==> src/rtl/sct_pkg.sv <==
package sct_pkg;

    localparam int WORD_W = 32;

    typedef logic [WORD_W-1:0] word_t;

    // Offset of the accessed word above its base selects the operation.
    typedef enum logic [1:0] {
        OP_PUT  = 2'd0,
        OP_OR   = 2'd1,
        OP_ANDN = 2'd2,
        OP_XOR  = 2'd3
    } alias_op_e;

    function automatic word_t merge_word(alias_op_e op, word_t cur, word_t wd);
        case (op)
            OP_OR:   return cur | wd;
            OP_ANDN: return cur & ~wd;
            OP_XOR:  return cur ^ wd;
            default: return wd;
        endcase
    endfunction

endpackage

==> src/rtl/sct_decode.sv <==
module sct_decode
    import sct_pkg::*;
#(
    parameter int unsigned ADDR_W       = 15,
    parameter int unsigned PLAIN_WORDS  = 8,
    parameter int unsigned ALIAS_WORDS  = 20,
    parameter int unsigned ALIAS_OFFSET = 'h4000,
    parameter int unsigned NUM_SET      = 4,
    parameter int unsigned SET_BASE [NUM_SET] = '{0, 4, 8, 12},
    localparam int unsigned PIDX_W      = $clog2(PLAIN_WORDS),
    localparam int unsigned AIDX_W      = $clog2(ALIAS_WORDS)
) (
    input  logic [ADDR_W-1:0] addr,
    output logic              plain_hit,
    output logic              alias_hit,
    output logic              bad,
    output logic [PIDX_W-1:0] plain_idx,
    output logic [AIDX_W-1:0] alias_idx,
    output alias_op_e         op
);

    localparam int unsigned PLAIN_END = PLAIN_WORDS * 4;
    localparam int unsigned ALIAS_END = ALIAS_OFFSET + ALIAS_WORDS * 4;

    logic [31:0]              addr_ext;
    logic [31:0]              aword;
    logic                     aligned;
    logic                     in_plain;
    logic                     in_alias;
    logic [NUM_SET-1:0]       match;
    logic [NUM_SET-1:0][1:0]  offs;

    assign addr_ext = 32'(addr);
    assign aligned  = (addr[1:0] == 2'b00);
    assign in_plain = (addr_ext < PLAIN_END);
    assign in_alias = (addr_ext >= ALIAS_OFFSET) && (addr_ext < ALIAS_END);
    assign aword    = (addr_ext - 32'(ALIAS_OFFSET)) >> 2;

    // One window comparator per aliased base.
    for (genvar k = 0; k < NUM_SET; k++) begin : g_set
        assign match[k] = in_alias && (aword >= SET_BASE[k]) && (aword < SET_BASE[k] + 4);
        assign offs[k]  = 2'(aword - SET_BASE[k]);
    end

    always_comb begin
        alias_idx = AIDX_W'(aword);
        op        = OP_PUT;
        for (int k = 0; k < NUM_SET; k++) begin
            if (match[k]) begin
                alias_idx = AIDX_W'(SET_BASE[k]);
                op        = alias_op_e'(offs[k]);
            end
        end
        plain_idx = PIDX_W'(addr_ext >> 2);
        plain_hit = aligned && in_plain;
        alias_hit = aligned && in_alias;
        bad       = !(plain_hit || alias_hit);
    end

endmodule

==> src/rtl/sct_plain_bank.sv <==
module sct_plain_bank
    import sct_pkg::*;
#(
    parameter int unsigned WORDS    = 8,
    parameter word_t       RST_FILL = '0,
    localparam int unsigned IDX_W   = $clog2(WORDS)
) (
    input  logic             clk,
    input  logic             rst_n,
    input  logic             wr_en,
    input  logic [IDX_W-1:0] wr_idx,
    input  word_t            wr_data,
    input  logic [IDX_W-1:0] rd_idx,
    output word_t            rd_data
);

    typedef struct packed {
        logic [WORDS-1:0][WORD_W-1:0] mem;
    } plain_st_t;

    plain_st_t st_d, st_q;

    always_comb begin
        st_d = st_q;
        if (wr_en) begin
            st_d.mem[wr_idx] = wr_data;
        end
    end

    always_ff @(posedge clk) begin
        if (!rst_n) begin
            st_q.mem <= {WORDS{RST_FILL}};
        end else begin
            st_q <= st_d;
        end
    end

    assign rd_data = st_q.mem[rd_idx];

endmodule

==> src/rtl/sct_alias_bank.sv <==
module sct_alias_bank
    import sct_pkg::*;
#(
    parameter int unsigned WORDS    = 20,
    parameter int unsigned NUM_SET  = 4,
    parameter int unsigned SET_BASE [NUM_SET] = '{0, 4, 8, 12},
    parameter word_t       SET_RST  [NUM_SET] = '{32'h0001_3042, 32'h0001_2000,
                                                  32'h0001_3001, 32'h1018_101B},
    parameter logic [NUM_SET-1:0] PLL_MASK = 4'b0111,
    parameter int unsigned LOCK_BIT = 31,
    localparam int unsigned IDX_W   = $clog2(WORDS)
) (
    input  logic             clk,
    input  logic             rst_n,
    input  logic             wr_en,
    input  logic [IDX_W-1:0] wr_idx,
    input  alias_op_e        wr_op,
    input  word_t            wr_data,
    input  logic [IDX_W-1:0] rd_idx,
    output word_t            rd_data
);

    typedef logic [WORDS-1:0][WORD_W-1:0] image_t;

    typedef struct packed {
        image_t mem;
    } alias_st_t;

    // Reset image: base values first, then lock bit forced for PLL bases.
    function automatic image_t reset_image();
        image_t img = '0;
        for (int k = 0; k < NUM_SET; k++) begin
            img[SET_BASE[k]] = SET_RST[k];
            if (PLL_MASK[k]) begin
                img[SET_BASE[k]][LOCK_BIT] = 1'b1;
            end
        end
        return img;
    endfunction

    localparam image_t RESET_IMAGE = reset_image();

    alias_st_t st_d, st_q;

    always_comb begin
        st_d = st_q;
        if (wr_en) begin
            st_d.mem[wr_idx] = merge_word(wr_op, st_q.mem[wr_idx], wr_data);
        end
    end

    always_ff @(posedge clk) begin
        if (!rst_n) begin
            st_q.mem <= RESET_IMAGE;
        end else begin
            st_q <= st_d;
        end
    end

    assign rd_data = st_q.mem[rd_idx];

endmodule

==> src/rtl/sct_reg_bank.sv <==
module sct_reg_bank
    import sct_pkg::*;
#(
    parameter int unsigned WINDOW_BYTES = 'h5000,
    parameter int unsigned ALIAS_OFFSET = 'h4000,
    parameter int unsigned PLAIN_WORDS  = 8,
    parameter int unsigned ALIAS_WORDS  = 20,
    parameter int unsigned NUM_SET      = 4,
    parameter int unsigned SET_BASE [NUM_SET] = '{0, 4, 8, 12},
    parameter logic [31:0] SET_RST  [NUM_SET] = '{32'h0001_3042, 32'h0001_2000,
                                                  32'h0001_3001, 32'h1018_101B},
    parameter logic [NUM_SET-1:0] PLL_MASK = 4'b0111,
    parameter int unsigned LOCK_BIT     = 31,
    localparam int unsigned ADDR_W      = $clog2(WINDOW_BYTES)
) (
    input  logic              clk,
    input  logic              rst_n,
    input  logic              req_valid,
    input  logic              req_write,
    input  logic [ADDR_W-1:0] req_addr,
    input  logic [31:0]       req_wdata,
    output logic              rsp_valid,
    output logic [31:0]       rsp_rdata,
    output logic              rsp_err
);

    localparam int unsigned PIDX_W = $clog2(PLAIN_WORDS);
    localparam int unsigned AIDX_W = $clog2(ALIAS_WORDS);

    typedef struct packed {
        logic  valid;
        logic  err;
        word_t rdata;
    } rsp_t;

    logic              plain_hit;
    logic              alias_hit;
    logic              bad;
    logic [PIDX_W-1:0] plain_idx;
    logic [AIDX_W-1:0] alias_idx;
    alias_op_e         op;
    word_t             plain_rd;
    word_t             alias_rd;
    logic              plain_we;
    logic              alias_we;
    rsp_t              rsp_d, rsp_q;

    sct_decode #(
        .ADDR_W      (ADDR_W),
        .PLAIN_WORDS (PLAIN_WORDS),
        .ALIAS_WORDS (ALIAS_WORDS),
        .ALIAS_OFFSET(ALIAS_OFFSET),
        .NUM_SET     (NUM_SET),
        .SET_BASE    (SET_BASE)
    ) i_decode (
        .addr     (req_addr),
        .plain_hit(plain_hit),
        .alias_hit(alias_hit),
        .bad      (bad),
        .plain_idx(plain_idx),
        .alias_idx(alias_idx),
        .op       (op)
    );

    sct_plain_bank #(
        .WORDS   (PLAIN_WORDS),
        .RST_FILL('0)
    ) i_plain (
        .clk    (clk),
        .rst_n  (rst_n),
        .wr_en  (plain_we),
        .wr_idx (plain_idx),
        .wr_data(req_wdata),
        .rd_idx (plain_idx),
        .rd_data(plain_rd)
    );

    sct_alias_bank #(
        .WORDS   (ALIAS_WORDS),
        .NUM_SET (NUM_SET),
        .SET_BASE(SET_BASE),
        .SET_RST (SET_RST),
        .PLL_MASK(PLL_MASK),
        .LOCK_BIT(LOCK_BIT)
    ) i_alias (
        .clk    (clk),
        .rst_n  (rst_n),
        .wr_en  (alias_we),
        .wr_idx (alias_idx),
        .wr_op  (op),
        .wr_data(req_wdata),
        .rd_idx (alias_idx),
        .rd_data(alias_rd)
    );

    always_comb begin
        plain_we    = req_valid && req_write && plain_hit;
        alias_we    = req_valid && req_write && alias_hit;
        rsp_d.valid = req_valid;
        rsp_d.err   = req_valid && bad;
        rsp_d.rdata = '0;
        if (req_valid && !req_write) begin
            if (plain_hit) begin
                rsp_d.rdata = plain_rd;
            end else if (alias_hit) begin
                rsp_d.rdata = alias_rd;
            end
        end
    end

    always_ff @(posedge clk) begin
        if (!rst_n) begin
            rsp_q <= '0;
        end else begin
            rsp_q <= rsp_d;
        end
    end

    assign rsp_valid = rsp_q.valid;
    assign rsp_err   = rsp_q.err;
    assign rsp_rdata = rsp_q.rdata;

endmodule

==> config.mk <==
export PLATFORM = sky130hd
export DESIGN_NAME = sct_reg_bank
export DESIGN_NICKNAME = d
export VERILOG_FILES = /design/src/rtl/sct_pkg.sv /design/src/rtl/sct_decode.sv /design/src/rtl/sct_plain_bank.sv /design/src/rtl/sct_alias_bank.sv /design/src/rtl/sct_reg_bank.sv
export SDC_FILE = /design/constraint.sdc
export NUM_CORES = 2
export LEC_CHECK = 0
export ABC_AREA = 1
export BUFFER_PORTS_ARGS = -buffer_cell sky130_fd_sc_hd__buf_4
export CAP_MARGIN = 20
export CORE_MARGIN = 3
export CORE_UTILIZATION = 55
export DETAILED_ROUTE_END_ITERATION = 6
export GPL_TIMING_DRIVEN = 0
export HOLD_SLACK_MARGIN = 0.12
export PLACE_DENSITY = 0.71
export SLEW_MARGIN = 20
export SYNTH_ARGS = -nofsm -noshare
export SYNTH_HDL_FRONTEND = slang
export SYNTH_SLANG_ARGS = --single-unit
==> constraint.sdc <==
create_clock -name clk -period 2.99 [get_ports clk]
set_input_delay 0.1495 -clock clk [delete_from_list [all_inputs] [get_ports clk]]
set_output_delay 0.1495 -clock clk [all_outputs]
set_load 0.02 [all_outputs]
# Yosys cells after proc, flatten, opt, wreduce, memory -nomap -nowiden
# Cells that the tools add are included.
[word_totals]
ff_bits = 930
input_bits = 51
output_inout_bits = 34
word_cells = 102
[classes]
n_addsub = 4
magnitude_cmp = 15
eq_ne = 3
n_mux = 22
bitwise = 4
n_reduce_logical = 23
[op_table]
columns = ["operator", "count"]
rows = [
  ["bitwise mux 640 bit", 1],
  ["bitwise mux 256 bit", 1],
  ["two-way mux 32 bit", 7],
  ["binary-select mux 32 bit (select 5 bit)", 1],
  ["demux 32 bit (select 5 bit)", 1],
  ["binary-select mux 32 bit (select 3 bit)", 1],
  ["demux 32 bit (select 3 bit)", 1],
  ["one-hot mux 32 bit (3 select lines)", 1],
  [">= comparator 30 x 4 -> 1 bit, second input constant", 2],
  ["< comparator 30 x 4 -> 1 bit, second input constant", 2],
  ["bitwise AND 32 bit", 1],
  ["inverter 32 bit", 1],
  ["bitwise OR 32 bit", 1],
  ["bitwise XOR 32 bit", 1],
  [">= comparator 30 x 1 -> 1 bit, second input constant", 1],
  [">= comparator 30 x 3 -> 1 bit, second input constant", 1],
  ["< comparator 30 x 3 -> 1 bit, second input constant", 1],
  ["< comparator 30 x 5 -> 1 bit, second input constant", 1],
  ["two-way mux 5 bit", 4],
  ["logical AND 1 bit", 18],
  ["subtractor 15 x 15 -> 16 bit, second input constant", 1],
  [">= comparator 15 bit, second input constant", 1],
  ["< comparator 15 bit, second input constant", 1],
  ["< comparator 15 x 6 -> 1 bit, second input constant", 1],
  ["other kinds (12)", 19],
]

# Depth between registers and ports, before layout
[depth]
word_depth = 14
ltp_mapped = 23
depth_no_buf = 20

# Modules after synthesis
# Synthesis repeated with hierarchy kept, for this count alone.
[hier_totals]
cells_unflattened = 7835
area_unflattened_um2 = 49530.0
[modules_own_cells]
columns = ["mod", "instances", "cells_per_inst", "area_per_inst_um2", "seq_area_each_um2"]
rows = [
  ["sct_alias_bank", 1, 5654, 35356.4, 12812.3],
  ["sct_plain_bank", 1, 1978, 12350.6, 5124.9],
  ["sct_reg_bank", 1, 155, 1624.1, 680.7],
  ["sct_decode", 1, 48, 198.9, 0.0],
]

# Worst setup path after synthesis
# OpenSTA, ideal clock, no wires.
[synth_timing]
kind = "input to register"
from = "input req_addr[6]"
to = "register i_alias.st_q[144] in the netlist's numbering"
setup_time_ns = 0.129
arrival_ns = 2.499
t_required_ns = 2.861
setup_slack_ns = 0.362
cell_stages = 22
path_buffers = 4
path_cell_list = "buf_2 > nor2_2 > inv_1 > o21bai_1 > buf_2 > buf_2 > clkbuf_1 > nand2_1 > nand2_1 > nand2_1 > nand2_1 > nand2_1 > nand2_1 > nor2_1 > nand2_1 > inv_1 > ha_1 > nor2_1 > a21oi_1 > nand3_1 > a21oi_1 > o21ai_0"
[synth_between]
elab_chain_len = 14
word_cells_on_any_way = 46
cone_classes = "add/sub: 1; order compare: 12; eq/ne: 3; mux: 15; bitwise: 3; reduce/logical: 12"
[synth_lines]
columns = ["element", "line", "text"]
rows = [
  ["start: declaration", "sct_reg_bank.sv:20", "input logic [ADDR_W-1:0] req_addr,"],
  ["subtractor 15 x 15 -> 16 bit, or another cell as far along", "sct_decode.sv:37", "assign aword = (addr_ext - 32'(ALIAS_OFFSET)) >> 2;"],
  [">= comparator 30 x 1 -> 1 bit or logical AND 1 bit (tied branches)", "sct_decode.sv:41, sct_decode.sv:36", ""],
  ["logical AND 1 bit (2 in series)", "sct_decode.sv:41", "assign match[k] = in_alias && (aword >= SET_BASE[k]) && (aword < SET_BASE[k] + 4);"],
  ["two-way mux 5 bit (4 in series)", "sct_decode.sv:49", "if (match[k]) begin"],
  ["binary-select mux 32 bit (select 5 bit)", "sct_alias_bank.sv:48", "st_d.mem[wr_idx] = merge_word(wr_op, st_q.mem[wr_idx], wr_data);"],
  ["two-way mux 32 bit (implied by the code)", "sct_alias_bank.sv:48", ""],
  ["bitwise XOR 32 bit, or another cell as far along", "sct_pkg.sv:19", "OP_XOR: return cur ^ wd;"],
  ["one-hot mux 32 bit (3 select lines)", "sct_pkg.sv:16", "case (op)"],
  ["two-way mux 32 bit", "sct_alias_bank.sv:47", "if (wr_en) begin"],
  ["bitwise mux 640 bit", "sct_alias_bank.sv:48", ""],
  ["end signal: assignment", "sct_alias_bank.sv:56", "st_q <= st_d;"],
  ["end: declaration", "sct_alias_bank.sv:43", "alias_st_t st_d, st_q;"],
]
# Parallel ways exist; a longest one is shown, timed or not. The select of a mux whose other input is x is not followed.
# A chain may end at the register's enable or synchronous reset.

# Worst setup path in the final report
[layout_timing]
from = "input req_addr[13]"
to = "register i_alias.st_q[25] in the netlist's numbering"
# The elaborated chain is that of the path after synthesis.

==> results.py <==
metrics = {
    "setup_path": {
        "cp_max_fo": 10,
        "worst-setup-path-type": "in2reg",
        "cp.required_ps": 3580,
        "end_kind": "flop",
        "start_kind": "input pin",
        "worst_ep_arrival_time_ps": 3570,
    },
    "timing": {
        "period_needed_ps": 2980,
        "setup_ws_ps": 12.9,
        "fmax_mhz": 336,
        "holdWs_ps": 168,
        "finalClockSkew_ps": 15.6,
        "finalMaxSlewViolations": 0,
        "hold_violations": 0,
        "relSlewSlack_pct": 18.5,
        "setup_viol": 0,
        "worstMarginPinSlew_ps": 1220,
        "tns_ps": 0,
        "period_share_pct": 99.6,
    },
    "floorplan": {
        "ios": 85,
        "die_width_um": 281,
        "initial_core_util_pct": 55.8,
        "core_area_um2": 74700,
        "num_rows": 100,
        "die_y_um": 281,
        "dieArea_um2": 79100,
    },
    "placement": {
        "io_buffers": 82,
        "dp.final_hpwl_um": 119000,
        "pre_cts_ws_ps": -2190,
        "gp_congestion": 1.07,
        "dpl_cell_area_um2": 43500,
        "dp.cells": 7381,
    },
    "clock_tree": {
        "clkTransAtPathRegs_ps": 60,
        "cts_made_buffers": 98,
        "clkLatencyLatePin_ps": 670,
        "clock_path_buffers": 3,
        "tritoncts": "yes",
        "cts-root-buf": "clkbuf_16",
        "clock-sinks": 930,
        "htreeDepth": 3,
    },
    "routing": {
        "final_antenna_net_count": 0,
        "firstDrtPassIters": 7,
        "post-route-drc-count": 4,
        "viasPerCell": 5.32,
        "via_count": 40530,
        "drt-initial-drc-count": 4995,
        "drt-total-wl_um": 159000,
        "wl_per_cell_um": 20.9,
    },
    "run_status": {
        "violations": "design-rule violations",
        "status": "finished, violations left",
    },
    "cells_and_area": {
        "layout.cells.non_filler": 7619,
        "fin_area_um2": 48300,
        "syn2layout_area_growth_pct": 16.0,
        "drive_gt1_share_pct": 7.79,
        "fill_cells": 6993,
        "layout.nets": 6683,
        "final_common_cell": "nand2_1",
        "final_cell_mix": "nand2_1, inv_1, dfxtp_1",
    },
    "yosys": {
        "synth.avg_cell_area_um2": 6.58,
        "syn_inst": 6330,
        "synth_fp_nets": 6445,
        "yosys_warnings": 0,
        "ys_seq_elements": 930,
        "ys_types": 30,
        "mappedNetlistArea_um2": 41700,
        "ys_seq_area_share_pct": 44.7,
    },
    "worst_hold_path": {
        "hp-class": "in2reg",
    },
    "grt": {
        "grt_pass1_wl_um": 232000,
        "grt_pass1_vias": 36906,
        "antenna_found_initial": 1,
        "grt_max_degree": 15,
        "track_usage_pct": 39.5,
        "grt_overflow": 0,
    },
    "power": {
        "leakage_nw": 24.3,
        "power_density_nw_per_um2": 568,
        "ir_worst_vdd_mv": 0.590,
    },
    "run": {
        "cap_violations": 0,
    },
}
-- metal layers --
layer  wire [µm]  global-route usage [%]  vias to the layer above
met2       68400                    61.4                     2103
met1       61600                    49.2                    18361
met4       12700                    26.5                        0
li1            -                       -                    19498
met5           0                       0                        -
met3       16300                    8.75                      568
-- Yosys cell counts, drive strengths merged --
cell type | n | area [µm²]
nor2 | 202 | 798
a21oi | 560 | 2810
o21ai | 522 | 2610
nand3 | 101 | 510
o211ai | 19 | 143
inv | 1399 | 5250
o21bai | 1 | 7.51
clkbuf | 259 | 972
o41ai | 32 | 280
o22ai | 74 | 463
dfxtp | 930 | 18600
nand2 | 2015 | 7570
ha | 64 | 801
nor4 | 2 | 42.5
or2 | 3 | 18.8
o221ai | 4 | 35.0
buf | 104 | 477
nor3 | 7 | 51.3
nand4 | 32 | 200
-- sequential cells by signal (all words and copies together), names as in the netlist --
name / count
rsp_rdata: 32
i_alias.st_q: 640
rsp_err: 1
rsp_valid: 1
i_plain.st_q: 256
-- stage by stage --
stage | power, mW | utilization, %
6_report | 27.4 | 64.7
5_1_grt | 28.0 | 64.6
4_1_cts | 27.3 | 63.9
3_5_place_dp | 14.6 | 58.2
3_3_place_gp | 14.6 | 58.2
2_1_floorplan | 13.7 | -
-- cell families (layout without fill, tap and decap cells) --
family | after synthesis | after routing | share of synthesized area [%]
DFF | 930 | 930 | 44.7
other | 0 | 4 | 0
and+or+nand+nor | 2362 | 2362 | 22.1
buffers and inverters | 1762 | 2078 | 16.1
adders and majority gates | 64 | 64 | 1.92
AOI/OAI and AO/OA | 1212 | 1212 | 15.2
-- path summary, 6_finish.rpt --
path                                   from                             end  slack (ps)  cells after the start
max                            req_addr[13]   i_alias.st_q[25]$_SDFFE_PN0P_          10                     24
min                                   rst_n            rsp_valid$_SDFF_PN0_         170                      3
max reg2reg  i_alias.st_q[249]$_SDFFE_PN0P_   i_alias.st_q[25]$_SDFFE_PN0P_         460                     17
min reg2reg  i_alias.st_q[336]$_SDFFE_PN0P_  i_alias.st_q[336]$_SDFFE_PN0P_         420                      2
-- timing repair --
| item | 4_1_cts | 5_1_grt |
|---|---|---|
| pin swaps | 2 | 19 |
| setup endpoints to repair | 284 | 256 |
| gates resized for setup | 112 | 194 |
| buffers inserted | 18 | 1 |
| hold buffers | 37 | 0 |
| hold endpoints to repair | 364 | 0 |
| cloned | 0 | 1 |
-- cell type report --
class                      instances  area [µm²]  area share (%)
sequential                       930       18600            38.5
timing repair buffer             139        1260            2.61
antenna                            4        10.0          0.0207
multi-input combinational       3638       16900            35.0
clock inverter                    42         554            1.15
tap                              969        1210            2.51
inverter                        1399        5330            11.0
buffer                           362        1650            3.42
clock buffer                     136        2780            5.75
-- worst max-delay path: stages --
cell        delay (ps)
buf_4              110
nor2_1              90
nand2_1             80
nor2_4             240
a21oi_4            160
buf_12             170
clkbuf_8           200
buf_4              220
nand2_1             80
nand2_1            100
nand2_1             80
nand2_1             60
nand2_1            110
nand2_2            160
nor2_2             280
nand2_1            110
inv_1               70
ha_1               220
nor2_1             110
a21oi_1             70
nand3_2            180
clkinvlp_4         140
buf_12             160
a21oi_1            150
-- report_power, final --
| part | internal, mW | switching, mW |
|---|---|---|
| clock network | 7.46 | 5.33 |
| registers | 12.4 | 0.000524 |
| logic | 0.554 | 1.70 |
| total | 20.4 | 7.03 |
No activity file was read; power rests on OpenSTA's default activity.
